$ cat config.mk
export PLATFORM = sky130hd
export DESIGN_NAME = batt_low_monitor
export DESIGN_NICKNAME = d
export VERILOG_FILES = /design/src/rtl/bm_pkg.sv /design/src/rtl/bm_interval.sv /design/src/rtl/bm_settle.sv /design/src/rtl/batt_low_monitor.sv
export SDC_FILE = /design/constraint.sdc
export NUM_CORES = 1
export LEC_CHECK = 0
export BUFFER_PORTS_ARGS = -buffer_cell sky130_fd_sc_hd__buf_2
export CORE_MARGIN = 2
export CORE_UTILIZATION = 40
export CTS_CLUSTER_SIZE = 8
export DETAILED_ROUTE_END_ITERATION = 10
export SYNTH_ARGS = -nofsm -noshare
export SYNTH_HDL_FRONTEND = slang
export SYNTH_SLANG_ARGS = --single-unit
$ cat constraint.sdc
create_clock -name clk -period 2.3 [get_ports clk]
set_input_delay 0.23 -clock clk [delete_from_list [all_inputs] [get_ports clk]]
set_output_delay 0.23 -clock clk [all_outputs]
set_load 0.1 [all_outputs]
$ cat src/rtl/bm_pkg.sv
package bm_pkg;
  typedef enum logic [1:0] {
    BM_OFF    = 2'd0,
    BM_STROBE = 2'd1,
    BM_SETTLE = 2'd2,
    BM_WAIT   = 2'd3
  } bm_state_e;
endpackage

$ cat src/rtl/bm_interval.sv
// Counts slow ticks while enabled; pulses expire on the last one.
module bm_interval #(
  parameter int unsigned INTERVAL_TICKS = 86400
) (
  input  logic clk,
  input  logic rst_n,
  input  logic run,
  input  logic tick,
  output logic expire
);
  localparam int unsigned CW = (INTERVAL_TICKS > 1) ? $clog2(INTERVAL_TICKS) : 1;
  localparam logic [CW-1:0] LAST = CW'(INTERVAL_TICKS - 1);

  logic [CW-1:0] cnt_q, cnt_d;
  logic          cnt_en;

  assign cnt_en = !run || tick;
  assign expire = run && tick && (cnt_q == LAST);

  always_comb begin
    cnt_d = cnt_q;
    if (!run)             cnt_d = '0;
    else if (cnt_q == LAST) cnt_d = '0;
    else                  cnt_d = cnt_q + 1'b1;
  end

  always_ff @(posedge clk or negedge rst_n) begin
    if (!rst_n)      cnt_q <= '0;
    else if (cnt_en) cnt_q <= cnt_d;
  end

  assert_count_bound_R6: assert property (@(posedge clk) disable iff (!rst_n)
    cnt_q <= LAST);
  assert_expire_restarts_R7: assert property (@(posedge clk) disable iff (!rst_n)
    expire |=> (cnt_q == '0));
endmodule

$ cat src/rtl/bm_settle.sv
// Holds off the comparator read for SETTLE_CYC cycles of the settle phase.
module bm_settle #(
  parameter int unsigned SETTLE_CYC = 16
) (
  input  logic clk,
  input  logic rst_n,
  input  logic run,
  output logic done
);
  localparam int unsigned SW = (SETTLE_CYC > 1) ? $clog2(SETTLE_CYC) : 1;
  localparam logic [SW-1:0] LAST = SW'(SETTLE_CYC - 1);

  logic [SW-1:0] cnt_q, cnt_d;

  assign done = run && (cnt_q == LAST);

  always_comb begin
    if (!run || done) cnt_d = '0;
    else              cnt_d = cnt_q + 1'b1;
  end

  always_ff @(posedge clk or negedge rst_n) begin
    if (!rst_n) cnt_q <= '0;
    else        cnt_q <= cnt_d;
  end

  assert_done_single_R3: assert property (@(posedge clk) disable iff (!rst_n)
    done |=> !done);
endmodule

$ cat src/rtl/batt_low_monitor.sv
module batt_low_monitor
  import bm_pkg::*;
#(
  parameter int unsigned INTERVAL_TICKS = 86400,
  parameter int unsigned SETTLE_CYC     = 16
) (
  input  logic clk,
  input  logic rst_n,
  input  logic pwr_ok,
  input  logic tick,
  input  logic batt_below,
  output logic batt_low_n,
  output logic sample_req
);
  logic [1:0] rst_sync_q;
  logic       rst_i_n;

  always_ff @(posedge clk or negedge rst_n) begin
    if (!rst_n) rst_sync_q <= 2'b00;
    else        rst_sync_q <= {rst_sync_q[0], 1'b1};
  end
  assign rst_i_n = rst_sync_q[1];

  bm_state_e state_q, state_d;
  logic      low_q, low_d, low_en;
  logic      settle_done, expire;

  bm_settle #(.SETTLE_CYC(SETTLE_CYC)) u_settle (
    .clk  (clk),
    .rst_n(rst_i_n),
    .run  (state_q == BM_SETTLE),
    .done (settle_done)
  );

  bm_interval #(.INTERVAL_TICKS(INTERVAL_TICKS)) u_interval (
    .clk   (clk),
    .rst_n (rst_i_n),
    .run   ((state_q == BM_WAIT) && pwr_ok),
    .tick  (tick),
    .expire(expire)
  );

  always_comb begin
    state_d = state_q;
    unique case (state_q)
      BM_OFF:    if (pwr_ok) state_d = BM_STROBE;
      BM_STROBE: state_d = pwr_ok ? BM_SETTLE : BM_OFF;
      BM_SETTLE: if (!pwr_ok) state_d = BM_OFF;
                 else if (settle_done) state_d = BM_WAIT;
      BM_WAIT:   if (!pwr_ok) state_d = BM_OFF;
                 else if (expire) state_d = BM_STROBE;
      default:   state_d = BM_OFF;
    endcase
  end

  assign low_en = (state_q == BM_SETTLE) && settle_done && pwr_ok;
  assign low_d  = batt_below;

  always_ff @(posedge clk or negedge rst_i_n) begin
    if (!rst_i_n) begin
      state_q <= BM_OFF;
      low_q   <= 1'b0;
    end else begin
      state_q <= state_d;
      if (low_en) low_q <= low_d;
    end
  end

  assign batt_low_n = ~low_q;
  assign sample_req = (state_q == BM_STROBE);

  assert_strobe_one_cycle_R2: assert property (@(posedge clk) disable iff (!rst_i_n)
    sample_req |=> !sample_req);
  assert_no_strobe_unpowered_R8: assert property (@(posedge clk) disable iff (!rst_i_n)
    !pwr_ok |=> !sample_req);
  assert_flag_only_on_read_R5: assert property (@(posedge clk) disable iff (!rst_i_n)
    !$stable(batt_low_n) |-> $past(settle_done && pwr_ok));
  assert_flag_follows_comparator_R4: assert property (@(posedge clk) disable iff (!rst_i_n)
    (settle_done && pwr_ok) |=> (batt_low_n == !$past(batt_below)));
endmodule

# Word level (Yosys, flattened, before mapping)
# Index checks and enable logic that the tools add are counted.
[word_totals] regBits=26 input_bits=5 output_inout_bits=2 elab_cells=38
[classes] n_addsub=2 eq_ne=8 mux=10 n_bitwise=1 n_reduce_logical=12
[op_table] cell="two-way mux 17 bit" count=2
[op_table] cell="adder 17 x 1 -> 17 bit (second input constant)" count=1
[op_table] cell="== test 17 bit (second input constant)" count=1
[op_table] cell="two-way mux 2 bit" count=6
[op_table] cell="one-hot mux 2 bit (4 select lines)" count=1
[op_table] cell="logical AND 1 bit" count=6
[op_table] cell="inequality test 3 bit (second input constant)" count=2
[op_table] cell="adder 4 x 1 -> 4 bit (second input constant)" count=1
[op_table] cell="== test 2 bit (second input constant)" count=2
[op_table] cell="== test 4 bit (second input constant)" count=1
[op_table] cell="two-way mux 4 bit" count=1
[op_table] cell="AND reduction 3 bit" count=1
[op_table] cell="== test 2 x 1 -> 1 bit (second input constant)" count=1
[op_table] cell="logical NOT 1 bit" count=2
[op_table] cell="logical NOT 2 bit" count=1
[op_table] cell="logical OR 1 bit" count=2
[op_table] cell="inequality test 2 bit (second input constant)" count=1
[op_table] cell="NOT 1 bit" count=1

# Logic depth before layout (Yosys ltp)
# Gate-level depths: netlist of run 1.
[depth] word_depth=7 ltp_mapped=8

# Modules after synthesis
# A second synthesis of run 1 with hierarchy kept.
[hier_totals] hier_cells=143 area_unflattened_um2=1435.1
[by_module_without_submodules] mod="bm_interval" instances=1 cells_each=111 area_each_um2=1052.3 seq_area_each_um2=425.4
[by_module_without_submodules] mod="batt_low_monitor" instances=1 cells_each=17 area_each_um2=209.0 seq_area_each_um2=125.1
[by_module_without_submodules] mod="bm_settle" instances=1 cells_each=15 area_each_um2=173.9 seq_area_each_um2=100.1

# Worst setup path after synthesis of run 1
# OpenSTA, ideal clock, no wires.
[synth_path] path_kind="register to register" from="register state_q[1]" to="register state_q[0]" setup_ns=0.120 arrival_time_ns=2.057 required_time_ns=2.180 path_slack_ns=0.124 stages_incl_launch_ff=3 synth_period_minus_slack_ns=2.176 cell_sequence="dfrtp_1 > nor2b_1 > and3b_1"
[synth_between] elab_cells_between_ends=13 cone_classes="eq/ne: 6; mux: 1; reduce/logical: 6"
[synth_lines] item="start: declaration" line_no="batt_low_monitor.sv:24" text="bm_state_e state_q, state_d;"
[synth_lines] item="start signal: assignment" line_no="batt_low_monitor.sv:64" text="state_q <= state_d;"
[synth_lines] item="== test 2 x 1 -> 1 bit"
[synth_lines] item="net sample_req" line_no="batt_low_monitor.sv:13" text="output logic sample_req"
[synth_lines] item="one-hot mux 2 bit (4 select lines)" line_no="batt_low_monitor.sv:45" text="unique case (state_q)"
# The timed path passes the listed nets, and every way through them passes these cells.
# A chain may end at the register's enable or synchronous reset.

# Worst setup path after layout of run 1
[layout_path] from="register u_interval.cnt_q[0]" to="register u_interval.cnt_q[12]"
[layout_between] elab_chain_len=3 elab_cells_between_ends=4 cone_classes="add/sub: 1; eq/ne: 1; mux: 2"
[layout_rtl] item="start: declaration" line_no="bm_interval.sv:14" text="logic [CW-1:0] cnt_q, cnt_d;"
[layout_rtl] item="start signal: assignment" line_no="bm_interval.sv:29" text="else if (cnt_en) cnt_q <= cnt_d;"
[layout_rtl] item="adder 17 x 1 -> 17 bit or == test 17 bit (tied branches)" line_no="bm_interval.sv:24, bm_interval.sv:23"
[layout_rtl] item="two-way mux 17 bit (*)" line_no="bm_interval.sv:23" text="else if (cnt_q == LAST) cnt_d = '0;"
[layout_rtl] item="two-way mux 17 bit (*)" line_no="bm_interval.sv:22" text="if (!run) cnt_d = '0;"
# Every way passes the cells marked *; elsewhere a longest branch is shown, timed or not.

==> reports/metrics.csv, run 1 <==
metric,value,unit
num rows,20,
Num CTS Buffers,3,
switching share of total power,22.95,%
Std-Cell Core Area,3103,sq um
part of the power in the clock network,37.4,%
"wirelength, routed",2672,microns
skew final,0.01038,ns
number of post-CTS setup repair buffers,0,
"Distinct cells, synth",38,
Starting Density,42.78,%
CTS-repair resized insts,0,
gr ovfl total,0,
setup violators final,0,
TritonCTS clock tree,done,
Worst Setup End Kind,flop,
GRT Total Usage,16.98,%
synthesized area per cell,9.349,sq um
total negative slack,0,ns
worst setup path endpoint,u_interval.cnt_q[12]$_DFFE_PN0P_,
layout cells sized above 1,9.333,%
Max Cap Viol,0,
Hold Path Class,input port to flop,
area grow syn2layout,9.802,%
"Reg clk slew, reported paths",0.15,ns
Horiz. Die Dim,61.61,microns
P per Cell Area,585.2,nW/um^2
worst-skew pair later-pin latency,0.33,ns
Worst VDD drop,316.3,uV
nature of the critical path startpoint,flop,
via count,1062,
sequential share of the synthesized area,49.01,%
clock sink count,26,
post-route minimum period,2.001,ns
clock root cell,clkbuf_4,
initial antenna violation count,0,
Antenna Violating Nets Remaining,0,
router iterations before antenna repair,4,
CP required,2.59,ns
sequential share of power,56.4,%
Leakage,0.6497,nW
Ys Warns,0,
syn_nets,149,
clock tree buffer depth,2,
Initial DRC Count,52,
Final Max Tran Viols,0,
Critical Path AT,2.29,ns
Final nets,158,
worst-margin pin slew,0.9398,ns
crit path kind,flop to flop,
Worst R2R Path Depth,7,
slew margin rel.,37.34,%
Yosys reg bits,26,
Worst R2R Setup Slack,0.30,ns
H-tree Lvls,1,
fin crit share,86.98,%
vias in the first global route,1011,
Port Buffers,6,
Pint,0.6572,mW
status,"complete, no violations",
reg2reg start,u_interval.cnt_q[0]$_DFFE_PN0P_,
Die H,61.61,microns
final hold vios,0,
DP Area,1395,sq um
mapped cell area,1328,sq um
Comb pwr share,6.2,%
IO Pins,7,
Post-route DRC,0,
vias per std cell,5.474,
n_diodes,0,
largest net degree at the start of global routing,25,
Syn Inst Count,142,
first-pass GRT wire length,4671,microns
"commonest non-fill, non-tap cell in the layout",dfrtp_1,
RSZ-0062 raised after global routing,false,
CP Launch Point,u_interval.cnt_q[0]$_DFFE_PN0P_,
fin area,1458,sq um
post-DR wirelength/cell,13.77,microns
Fmax achieved,499.9,MHz
Critical R2R Capture,u_interval.cnt_q[12]$_DFFE_PN0P_,
Die Footprint,3796,sq um
Final Wtd Congestion,0.8330,
DPL Wire Length,1971,microns
Psw,0.1957,mW
most frequent cells in the layout,"26 x dfrtp_1, 17 x nand2_1, 13 x nor2_1",
Worst Path Max Fanout,6,
-- worst max-delay path: stages (launching register included) --
cell and delay, ns:
dfrtp_1 0.44, ha_1 0.22, and3_1 0.25, nand2_1 0.14, o21bai_1 0.10, buf_4 0.16
or4_1 0.48, a21bo_1 0.18
-- power by group through the flow --
stage,sequential (mW),clock [mW],combinational (mW)
6_report,0.481,0.319,0.0532
5_1_grt,0.485,0.346,0.0577
4_1_cts,0.482,0.329,0.0530
3_5_place_dp,0.490,0,0.0517
3_3_place_gp,0.489,0,0.0502
2_1_floorplan,0.486,0,0.0409
-- stage by stage --
step                      power (mW)  instances  hold WS (ns)  utilization, %  setup WS (ns)
final                         0.8530        194        0.1353           46.98         0.2995
after global placement        0.5394        189       0.01395           44.96         0.3697
after floorplan               0.5271        142      -0.06559               -         0.1236
after detailed placement      0.5419        189       0.01571           44.96         0.3283
after global routing          0.8888        194        0.1268           46.98         0.1954
after CTS                     0.8633        194        0.1282           46.98         0.3067
-- worst min path at each step --
stage	from	end	slack, ns	depth (start not counted)
floorplan	rst_n	rst_sync_q[0]$_DFF_PN0_	-0.07	0
global placement	rst_n	rst_sync_q[1]$_DFF_PN0_	0.01	1
detailed placement	rst_n	rst_sync_q[0]$_DFF_PN0_	0.02	1
CTS	batt_below	low_q$_DFFE_PN0P_	0.13	2
global route	batt_below	low_q$_DFFE_PN0P_	0.13	2
finish	batt_below	low_q$_DFFE_PN0P_	0.14	2
-- final cells by class --
type / instances / area, sq um
fillers: 295 / 1645
clock inverters: 1 / 30.03
multi-input cells: 108 / 633.1
inverters: 3 / 11.26
clock buffers: 3 / 22.52
flip-flops and latches: 26 / 650.6
well taps: 44 / 55.05
repair buffers: 9 / 55.05
-- metal layers --
metal | share of wire (%) | vias to the layer above | global-route usage [%] | routed length, microns
li1 | - | 537 | - | -
met1 | 48 | 489 | 23.44 | 1286
met2 | 46 | 32 | 26.62 | 1227
met3 | 4.8 | 4 | 1.891 | 127
met4 | 1.1 | 0 | 8.207 | 30
met5 | 0 | - | 0 | 0
-- synthesized netlist by cell type --
master / number / area, sq um
o311ai_0: 1 / 8.760
xor2_1: 3 / 26.28
or3_1: 1 / 6.260
o41ai_1: 1 / 8.760
conb_1: 1 / 3.750
nand3b_1: 1 / 7.510
ha_1: 2 / 25.02
o21bai_1: 1 / 7.510
a211o_1: 3 / 26.28
dfrtp_1: 26 / 650.6
nor2_1: 13 / 48.80
a21bo_1: 1 / 10.01
o22ai_1: 1 / 6.260
buf_6: 1 / 11.26
a22o_1: 1 / 8.760
a21oi_1: 6 / 30.03
o211ai_1: 4 / 30.03
and3_1: 7 / 43.79
or4_1: 1 / 7.510
and2b_1: 1 / 7.510
nand3_1: 10 / 50.05
nor2b_1: 2 / 12.51
o21ai_0: 8 / 40.04
nand4_1: 3 / 18.77
nor4_1: 1 / 6.260
o31ai_1: 4 / 30.03
inv_1: 3 / 11.26
nor3_1: 7 / 35.03
buf_4: 1 / 7.510
nand2_4: 1 / 11.26
clkbuf_1: 1 / 3.750
and4_1: 2 / 17.52
mux2_2: 1 / 11.26
and2_1: 1 / 6.260
buf_2: 2 / 10.01
nand4b_1: 1 / 8.760
nand2_1: 17 / 63.81
and3b_1: 1 / 8.760
-- kinds of logic (layout without fill, tap and decap cells) --
| group | count (synthesis) | in the layout | share of synthesized area (%) |
|---|---|---|---|
| adder cells (fa/ha/maj) | 2 | 2 | 1.885 |
| AO/OA/AOI/OAI | 31 | 31 | 15.55 |
| other | 1 | 1 | 0.2825 |
| flip-flops | 26 | 26 | 49.01 |
| AND/OR/NAND/NOR | 70 | 70 | 27.15 |
| XOR/XNOR | 3 | 3 | 1.980 |
| buffers and inverters | 8 | 16 | 3.299 |
| multiplexers | 1 | 1 | 0.8482 |
-- sequential cells by signal, summed over array words and instances, names as in the netlist --
| name | count |
|---|---|
| u_interval.cnt_q | 17 |
| low_q | 1 |
| rst_sync_q | 2 |
| state_q | 2 |
| u_settle.cnt_q | 4 |
-- timing repair --
item | CTS | global route
endpoints found under the setup margin | 0 | 0
hold endpoints to repair | 2 | 0
hold buffers | 1 | 0
Note: power is estimated with default switching activity, not from simulation.
==> run 2, diff against run 1 <==
ABC_AREA = 1   (was default)
==> reports/metrics.csv, run 2 <==
metric,value,unit,change
Die H,64.83,microns,+5.2%
placed cells,244,,+29%
"Distinct cells, synth",27,,-29%
Worst VDD drop,635.6,uV,+100%
Ys Warns,0,,unchanged
first-pass GRT wire length,5382,microns,+15%
Critical R2R Capture,u_interval.cnt_q[1]$_DFFE_PN0P_,,
post-DR wirelength/cell,11.88,microns,-14%
Post-route DRC,0,,unchanged
Syn Inst Count,192,,+35%
Worst Path Max Fanout,11,,+5
largest net degree at the start of global routing,25,,unchanged
layout cells sized above 1,11.00,%,+1.7 points
Port Buffers,6,,unchanged
synthesized area per cell,7.709,sq um,-18%
Max Cap Viol,0,,unchanged
Final nets,209,,+32%
Post-synth top cells,"50 x nand2_1, 26 x dfrtp_1, 23 x nor2_1, 21 x inv_1, 16 x nand3_1",,
Starting Density,41.05,%,-1.7 points
Horiz. Die Dim,64.83,microns,+5.2%
Top reg by flops,u_interval.cnt_q,,
"wirelength, routed",2946,microns,+10%
most frequent cell after synthesis,nand2_1,,
area grow syn2layout,8.369,%,
top-area cell type share of the netlist area,43.96,%,-5.1 points
Yosys reg bits,26,,unchanged
worst-skew pair later-pin latency,0.28,ns,-0.05 ns
gr ovfl total,0,,unchanged
CTS-repair resized insts,0,,unchanged
top flop regs,"u_interval.cnt_q (17), u_settle.cnt_q (4)",,
Initial DRC Count,70,,+35%
Worst Setup End Kind,flop,,
Worst R2R Path Depth,8,,+1
vias in the first global route,1229,,+22%
mapped cell area,1480,sq um,+11%
hold path startpoint,batt_below,,
CP Launch Point,u_interval.cnt_q[0]$_DFFE_PN0P_,,
P per Cell Area,620.5,nW/um^2,+6.0%
nature of the critical path startpoint,flop,,
Critical Path AT,1.74,ns,-0.55 ns
router iterations before antenna repair,4,,unchanged
num rows,22,,+10%
filler-free cell count of the finished design,248,,+28%
H-tree Lvls,1,,unchanged
worst setup path endpoint,u_interval.cnt_q[1]$_DFFE_PN0P_,,
reg2reg start,u_interval.cnt_q[0]$_DFFE_PN0P_,,
fin area,1604,sq um,+10%
Leakage,0.7273,nW,+12%
post-route minimum period,1.562,ns,-0.4383 ns
RSZ-0062 raised after global routing,false,,
syn_nets,199,,+34%
"commonest non-fill, non-tap cell in the layout",nand2_1,,
TritonCTS clock tree,done,,
final hold vios,0,,unchanged
Antenna Violating Nets Remaining,0,,unchanged
clock sink count,26,,unchanged
n_diodes,0,,unchanged
setup violators final,0,,unchanged
IO Pins,7,,unchanged
Hold Path Class,input port to flop,,
Num CTS Buffers,3,,unchanged
Fmax achieved,640.1,MHz,+28%
skew final,0.01263,ns,+0.002247 ns
"area leader, netlist",dfrtp_1,,
Final Wtd Congestion,0.9370,,+12%
crit path kind,flop to flop,,
fin crit share,67.92,%,-19 points
initial antenna violation count,0,,unchanged
DP Area,1553,sq um,+11%
share of synthesized registers carrying an async set or reset,100.0,%,unchanged
Die Footprint,4203,sq um,+11%
total negative slack,0,ns,unchanged
status,"complete, no violations",,
Final Max Tran Viols,0,,unchanged
Std-Cell Core Area,3606,sq um,+16%
clock root cell,clkbuf_8,,
final core utilization,44.48,%,-2.5 points
most frequent cells in the layout,"50 x nand2_1, 26 x dfrtp_1, 23 x nor2_1",,
Largest register FFs,17,,unchanged
clock tree buffer depth,2,,unchanged
DPL Wire Length,2231,microns,+13%
via count,1227,,+16%
"EDFF count, synth",0,,unchanged
sequential share of the synthesized area,43.96,%,-5.1 points
Worst R2R Setup Slack,0.74,ns,+0.44 ns
vias per std cell,4.948,,-9.6%
"Reg clk slew, reported paths",0.09,ns,-0.06 ns
CP required,2.48,ns,-0.11 ns
GRT Total Usage,16.53,%,-0.45 points
top_reg_cell synth,dfrtp_1,,
Area contributors post-synth,"dfrtp_1 44%, nand2_1 13%, nor2_1 5.8%",,
[run 2: cell count changes after synthesis, moves of 5 or more]
cell,change
inv_1,+18
a21oi_1,-5
nand2_1,+33
and3_1,-6
nor3_1,-5
nand4_1,+7
nand3_1,+6
nor2_1,+10
[run 2: final cells by class]
class	count	area [sq um]
clock buffers	3	41.29
fillers	384	2002
inverters	21	78.83
multi-input cells	141	718.2
flip-flops and latches	26	650.6
well taps	48	60.06
repair buffers	9	55.05
[run 2: cell families after synthesis]
logic type               after synthesis  share of synthesized area [%]
flip-flops                            26                          43.96
other                                  1                         0.2533
AO/OA/AOI/OAI                         18                          7.016
adder cells (fa/ha/maj)                2                          1.690
buffers and inverters                 25                          7.523
XOR/XNOR                               7                          4.142
AND/OR/NAND/NOR                      113                          35.42
[run 2: through the flow]
stage / hold WS [ns] / setup slack [ns] / total power, mW
after floorplan: -0.06559 / 0.2198 / 0.7051
after global placement: 0.01718 / 0.7794 / 0.7503
after detailed placement: 0.01612 / 0.7445 / 0.7476
after CTS: 0.1640 / 0.7367 / 1.006
after global routing: 0.2013 / 0.5994 / 1.058
final: 0.1691 / 0.7378 / 0.9953
[run 2: worst max-delay path, stage by stage (launching register included)]
cell and delay [ns]:
dfrtp_1 0.42, ha_1 0.23, nand2_1 0.08, nor2_2 0.17, nand3_2 0.13, nand2_2 0.20
inv_1 0.12, nand2_1 0.08, nand2_1 0.05
[run 2: layer usage]
| layer | up-vias | wire length [microns] | global-route usage, % |
|---|---|---|---|
| met5 | - | 0 | 0 |
| met4 | 0 | 41 | 4.787 |
| met3 | 6 | 99 | 3.819 |
| met2 | 23 | 1313 | 26.42 |
| met1 | 556 | 1491 | 22.38 |
| li1 | 642 | - | - |
[run 2: timing repair]
item                       CTS  global route
hold buffers                 1             0
hold endpoints to repair     2             0
setup buffers                0             0
setup endpoints to repair    0             0
[run 2: report_power, final]
group          switching (mW)  internal (mW)
registers              0.0248          0.491
logic                   0.170         0.0519
clock network           0.140          0.118
total                   0.335          0.660
[run 2: worst min-delay path by stage]
stage,end,slack [ns],cells after the start
after global routing,low_q$_DFFE_PN0P_,0.20,3
after CTS,low_q$_DFFE_PN0P_,0.16,3
after floorplan,rst_sync_q[0]$_DFF_PN0_,-0.07,0
after global placement,rst_sync_q[0]$_DFF_PN0_,0.02,1
final,low_q$_DFFE_PN0P_,0.17,3
after detailed placement,rst_sync_q[1]$_DFF_PN0_,0.02,1
